==> src/rtl/sld_pkg.sv <==
// Package: shared types and helpers for the serial-load latched driver.
// Assumes: nothing beyond standard SystemVerilog.
package sld_pkg;

    // Output conditioning mode decoded from the two control inputs.
    typedef enum logic [1:0] {
        MODE_ALL_HIGH = 2'b00,
        MODE_ALL_LOW  = 2'b01,
        MODE_INVERT   = 2'b10,
        MODE_PASS     = 2'b11
    } out_mode_e;

    // Decode show_en / keep_pol into an output mode.
    function automatic out_mode_e decode_mode(input logic show_en, input logic keep_pol);
        out_mode_e m;
        case ({show_en, keep_pol})
            2'b00:   m = MODE_ALL_HIGH;
            2'b01:   m = MODE_ALL_LOW;
            2'b10:   m = MODE_INVERT;
            default: m = MODE_PASS;
        endcase
        return m;
    endfunction

    // Zero-based stage index that feeds a zero-based channel index.
    function automatic int stage_of_channel(input int ch, input int n, input bit rev);
        return rev ? (n - 1 - ch) : ch;
    endfunction

endpackage

==> src/rtl/sld_shift_chain.sv <==
// Module: N-stage serial shift register.
// Bit k of sr_q is stage k+1; stage 1 takes sdi. sr_next is the value the
// register takes at the coming edge (used by the latch stage).
// Assumes: synchronous active-low reset; no other control affects shifting.
module sld_shift_chain #(
    parameter int N = 32
) (
    input  logic         clk,
    input  logic         rst_n,
    input  logic         sdi,
    output logic [N-1:0] sr_q,
    output logic [N-1:0] sr_next
);

    // Next-state: move every stage up by one and insert sdi at stage 1.
    always_comb begin
        sr_next = {sr_q[N-2:0], sdi};
    end

    // State register with synchronous clear.
    always_ff @(posedge clk) begin
        if (!rst_n) begin
            sr_q <= '0;
        end else begin
            sr_q <= sr_next;
        end
    end


    stage_one_load_chk: assert property (@(posedge clk) disable iff (!rst_n)
        1'b1 |=> (sr_q[0] == $past(sdi)));


    stage_advance_chk: assert property (@(posedge clk) disable iff (!rst_n)
        1'b1 |=> (sr_q[N-1:1] == $past(sr_q[N-2:0])));


    chain_clear_chk: assert property (@(posedge clk)
        !rst_n |=> (sr_q == '0));

endmodule

==> src/rtl/sld_output_hold.sv <==
// Module: latch stage between shift register and output conditioning.
// A clocked copy captures the post-shift value on each edge with load_en
// high; a bypass shows the live shift register while load_en is high, so a
// rise of load_en between edges is visible at once.
// Assumes: load_en is synchronous to clk at the edges where it matters.
module sld_output_hold #(
    parameter int N = 32
) (
    input  logic         clk,
    input  logic         rst_n,
    input  logic         load_en,
    input  logic [N-1:0] sr_q,
    input  logic [N-1:0] sr_next,
    output logic [N-1:0] view
);

    logic [N-1:0] hold_q;

    // Captured copy: load the post-shift pattern while the latch is open.
    always_ff @(posedge clk) begin
        if (!rst_n) begin
            hold_q <= '0;
        end else if (load_en) begin
            hold_q <= sr_next;
        end
    end

    // Latched view: transparent while open, held copy while closed.
    always_comb begin
        view = load_en ? sr_q : hold_q;
    end


    open_capture_chk: assert property (@(posedge clk) disable iff (!rst_n)
        load_en |=> (hold_q == sr_q));


    closed_hold_chk: assert property (@(posedge clk) disable iff (!rst_n)
        !load_en |=> (hold_q == $past(hold_q)));


    hold_clear_chk: assert property (@(posedge clk)
        !rst_n |=> (hold_q == '0));

endmodule

==> src/rtl/sld_channel_map.sv <==
// Module: routes latched stages onto output channels.
// REVERSE=0: channel c from stage c; REVERSE=1: channel c from stage N-1-c
// (zero-based). Pure wiring.
// Assumes: N >= 1.
module sld_channel_map #(
    parameter int N       = 32,
    parameter bit REVERSE = 1'b0
) (
    input  logic [N-1:0] view,
    output logic [N-1:0] mapped
);

    // One routing wire per channel, source chosen at elaboration.
    for (genvar ch = 0; ch < N; ch++) begin : g_route
        localparam int SRC = sld_pkg::stage_of_channel(ch, N, REVERSE);
        assign mapped[ch] = view[SRC];
    end

endmodule

==> src/rtl/sld_out_condition.sv <==
// Module: blanking / polarity conditioning of every channel.
// Assumes: show_en and keep_pol are static levels; purely combinational.
module sld_out_condition #(
    parameter int N = 32
) (
    input  logic         show_en,
    input  logic         keep_pol,
    input  logic [N-1:0] mapped,
    output logic [N-1:0] drv_out
);

    import sld_pkg::*;

    out_mode_e mode;

    // Decode the shared mode once for all channels.
    always_comb begin
        mode = decode_mode(show_en, keep_pol);
    end

    // Per-channel cell: force, invert or pass the latched bit.
    for (genvar ch = 0; ch < N; ch++) begin : g_cell
        always_comb begin
            case (mode)
                MODE_ALL_HIGH: drv_out[ch] = 1'b1;
                MODE_ALL_LOW:  drv_out[ch] = 1'b0;
                MODE_INVERT:   drv_out[ch] = ~mapped[ch];
                default:       drv_out[ch] = mapped[ch];
            endcase
        end
    end

endmodule

==> src/rtl/serial_latched_driver.sv <==
// Module: top of the serial-load latched output driver.
// Serial data shifts through N stages; a latch stage passes or holds the
// pattern; channel mapping and blanking/polarity conditioning drive the
// parallel outputs; sdo exposes the last stage for chaining.
// Assumes: single clock, synchronous active-low reset, N >= 2.
module serial_latched_driver #(
    parameter int N       = 32,
    parameter bit REVERSE = 1'b0
) (
    input  logic         clk,
    input  logic         rst_n,
    input  logic         sdi,
    input  logic         load_en,
    input  logic         show_en,
    input  logic         keep_pol,
    output logic [N-1:0] drv_out,
    output logic         sdo
);

    localparam int LAST = N - 1;

    logic [N-1:0] sr_q;
    logic [N-1:0] sr_next;
    logic [N-1:0] view;
    logic [N-1:0] mapped;

    sld_shift_chain #(.N(N)) u_chain (
        .clk     (clk),
        .rst_n   (rst_n),
        .sdi     (sdi),
        .sr_q    (sr_q),
        .sr_next (sr_next)
    );

    sld_output_hold #(.N(N)) u_hold (
        .clk     (clk),
        .rst_n   (rst_n),
        .load_en (load_en),
        .sr_q    (sr_q),
        .sr_next (sr_next),
        .view    (view)
    );

    sld_channel_map #(.N(N), .REVERSE(REVERSE)) u_map (
        .view   (view),
        .mapped (mapped)
    );

    sld_out_condition #(.N(N)) u_cond (
        .show_en  (show_en),
        .keep_pol (keep_pol),
        .mapped   (mapped),
        .drv_out  (drv_out)
    );

    // Chain output: last stage straight out.
    assign sdo = sr_q[LAST];


    chain_out_chk: assert property (@(posedge clk) disable iff (!rst_n)
        1'b1 |=> (sdo == $past(sr_q[LAST-1])));


    force_high_chk: assert property (@(posedge clk) disable iff (!rst_n)
        (!show_en && !keep_pol) |-> (drv_out == '1));


    force_low_chk: assert property (@(posedge clk) disable iff (!rst_n)
        (!show_en && keep_pol) |-> (drv_out == '0));

endmodule

==> config.mk <==
export PLATFORM = sky130hd
export DESIGN_NAME = serial_latched_driver
export DESIGN_NICKNAME = d
export VERILOG_FILES = /design/src/rtl/sld_pkg.sv /design/src/rtl/sld_shift_chain.sv /design/src/rtl/sld_output_hold.sv /design/src/rtl/sld_channel_map.sv /design/src/rtl/sld_out_condition.sv /design/src/rtl/serial_latched_driver.sv
export SDC_FILE = /design/constraint.sdc
export NUM_CORES = 1
export LEC_CHECK = 0
export CORE_MARGIN = 3
export CORE_UTILIZATION = 54
export DETAILED_ROUTE_END_ITERATION = 10
export PLACE_DENSITY = 0.87
export REMOVE_ABC_BUFFERS = 1
export SLEW_MARGIN = 0
export SYNTH_ARGS = -nofsm -noshare
export SYNTH_HDL_FRONTEND = slang
export SYNTH_SLANG_ARGS = --single-unit
==> constraint.sdc <==
create_clock -name clk -period 1.6 [get_ports clk]
set_clock_uncertainty 0.1 [all_clocks]
set_input_delay 0.32 -clock clk [delete_from_list [all_inputs] [get_ports clk]]
set_output_delay 0.32 -clock clk [all_outputs]
set_load 0.01 [all_outputs]
==> impl_metrics.py <==
metrics = {
    "grt": {
        "antenna_found_initial": 0,
        "grt-ovfl-total": 0,
        "grtUsageTotal_pct": 25.7,
        "grt_pass1_wl_mm": 12.3,
        "met2_usage_pct": 46.7,
        "grt_pass1_vias": 2429,
        "busiest_layer": "met2",
        "grt_max_degree": 65,
        "grt_use_met1_pct": 29.4,
        "met3_usage_pct": 4.18,
    },
    "clock_network": {
        "clkSinkCount": 64,
        "cts_tree": "built",
        "cts_root_buf": "clkbuf_8",
        "insertion_delay_ns": 0.33,
        "hold_buffers": 0,
        "clockBufferDepth": 2,
        "htreeDepth": 3,
        "clk_pin_slew_ns": 0.07,
        "numCtsBuffers": 9,
    },
    "yosys": {
        "syn_inst": 278,
        "ys_seq_area_share_pct": 43.7,
        "synthXorXnorAreaFrac_pct": 9.57,
        "synth_area_leaders": "dfxtp_1, mux2i_1, xor2_1",
        "synth_mux_area_share_pct": 22.9,
        "yosysUniqueCellTypes": 15,
        "synth_compound_area_share_pct": 1.20,
        "yosysTopAreaCell": "dfxtp_1",
        "syn_area_sq_um": 2930,
        "netlist.area_leader.share_pct": 43.7,
        "synth_fa_ha_area_share_pct": 0,
        "synth_top_family_by_area": "multiplexers",
        "synthSimpleGateAreaFrac_pct": 18.2,
        "syn_area_per_cell_sq_um": 10.5,
        "synth_warnings": 0,
        "yosys_register_bits": 64,
    },
    "finish": {
        "area_delta_synth_final_pct": 44.4,
        "diodes": 0,
        "design_area_sq_um": 4230,
        "layout_commonest_cell": "buf_4",
        "final_nets": 381,
        "final_cell_mix": "buf_4, dfxtp_2, and2_1, buf_2, xor2_1",
        "layout-drive-gt1-share_pct": 57.8,
    },
    "power_and_ir_drop": {
        "p_per_area_nw_per_um2": 796,
        "power_mw": 3.37,
        "p_leak_nw": 1.91,
        "peakVddDrop_v": 0.000643,
    },
    "floorplan": {
        "num_io_pins": 39,
        "num_rows": 26,
        "chipHeight_microns": 79.7,
        "die_w_microns": 79.7,
        "die-area_sq_um": 6340,
        "coreArea_sq_um": 5170,
        "start_util_pct": 56.6,
    },
    "critical_path": {
        "arrival_ns": 1.34,
        "cp-end-kind": "primary output",
        "cp.required_ns": 1.18,
        "cp-start-kind": "register",
        "path_max_fanout": 2,
        "critPathKind": "reg2out",
    },
    "sta": {
        "fmax_mhz": 569,
        "worst_slew_pin_slew_ns": 0.230,
        "min_period_ns": 1.76,
        "hold_viol_final": 0,
        "setup_viol": 32,
        "setup_slack_ns": -0.159,
        "fin_crit_sh_pct": 110,
        "maxSlewViolCount": 0,
        "grt_setup_unrepaired": "yes",
        "max_slew_margin_pct": 84.2,
    },
    "drt": {
        "dr_total_vias": 2271,
        "wl_per_cell_microns": 17.2,
        "avgViaCountPerCell": 5.06,
        "wirelength_mm": 7.70,
        "drc": 0,
        "drtAntennaViolNets": 0,
        "drtIter0Drc": 132,
        "dr.pass1.iters": 4,
    },
    "status": {
        "violations": "setup timing",
        "outcome": "finished with violations",
    },
    "min_path": {
        "hold_class": "reg2reg",
    },
    "placed_design": {
        "port_buffers": 38,
        "dpl_worst_slack_ns": -0.674,
        "dp_hpwl_mm": 3.57,
        "gp_congestion": 0.713,
        "post_dp_cell_area_sq_um": 3670,
    },
    "run": {
        "cap_violations": 0,
    },
}
## registers in the layout (all words and copies together) (netlist names)
signal         cells
u_chain.sr_q      32
u_hold.hold_q     32
## repair_timing
item                                    CTS  global route
hold endpoints to repair                  0             0
setup buffers                            18             4
gates resized for setup                 200            31
pin swaps                                22            15
endpoints found under the setup margin   33            32
gates cloned                              4             0
## critical path, cell delays in order, from the launching register on
cell and delay (ns):
dfxtp_2 0.32, mux2_4 0.28, nand2_2 0.07, xor2_1 0.18
buf_2 0.16
## through the flow
stage          TNS, ns  hold slack (ns)  util, %  instances
3_5_place_dp    -20.25            0.335     71.0        408
4_1_cts          -3.14            0.358     79.8        445
2_1_floorplan        0            0.322        -        257
6_report         -3.15            0.360     81.8        449
3_3_place_gp    -19.62            0.334     71.0        408
5_1_grt          -4.91            0.365     81.8        449
## Yosys cell counts (all sizes together)
| cell type | instances |
|---|---|
| a21oi | 1 |
| buf | 12 |
| clkbuf | 9 |
| nor2b | 33 |
| o21ai | 3 |
| xor2 | 32 |
| nand2 | 29 |
| o21a | 2 |
| mux2 | 29 |
| dfxtp | 64 |
| mux2i | 29 |
| and2 | 35 |
## cell families (layout without fill, tap and decap cells)
logic type,Yosys count,in the layout
xor gates and xnor gates,32,32
muxes,58,58
buffers and inverters,21,122
AOI/OAI and AO/OA,6,6
and+or+nand+nor,97,97
DFF,64,64
## layer usage
layer  share of wire [%]  wire length (microns)  vias up
li1                    -                      -     1080
met1                  42                   3220     1106
met2                  52                   4010       66
met3                 3.9                    303       19
met4                 2.1                    164        0
met5                   0                      0        -
## power by group
group | switching, mW | internal, mW
Clock | 0.614 | 0.747
Sequential | 0.00319 | 1.60
Combinational | 0.190 | 0.212
Total | 0.807 | 2.56
## final cells by class
cell class / count / area, sq um
multi-input combinational: 193 / 1690
sequential: 64 / 1330
timing repair buffer: 107 / 943
fill: 287 / 943
clock buffer: 11 / 141
tap: 70 / 87.6
clock inverter: 4 / 45.0
## path summary, 6_finish.rpt
path,startpoint,end,slack (ns),cells after the start
worst max-delay path,u_hold.hold_q[30],drv_out[30],-0.16,4
worst min-delay path,u_chain.sr_q[0],u_chain.sr_q[1],0.36,1
worst max register to register,u_chain.sr_q[28],u_hold.hold_q[29],0.50,4
worst min register to register,u_chain.sr_q[0],u_chain.sr_q[1],0.36,1
No activity file was read; power rests on OpenSTA's default activity.
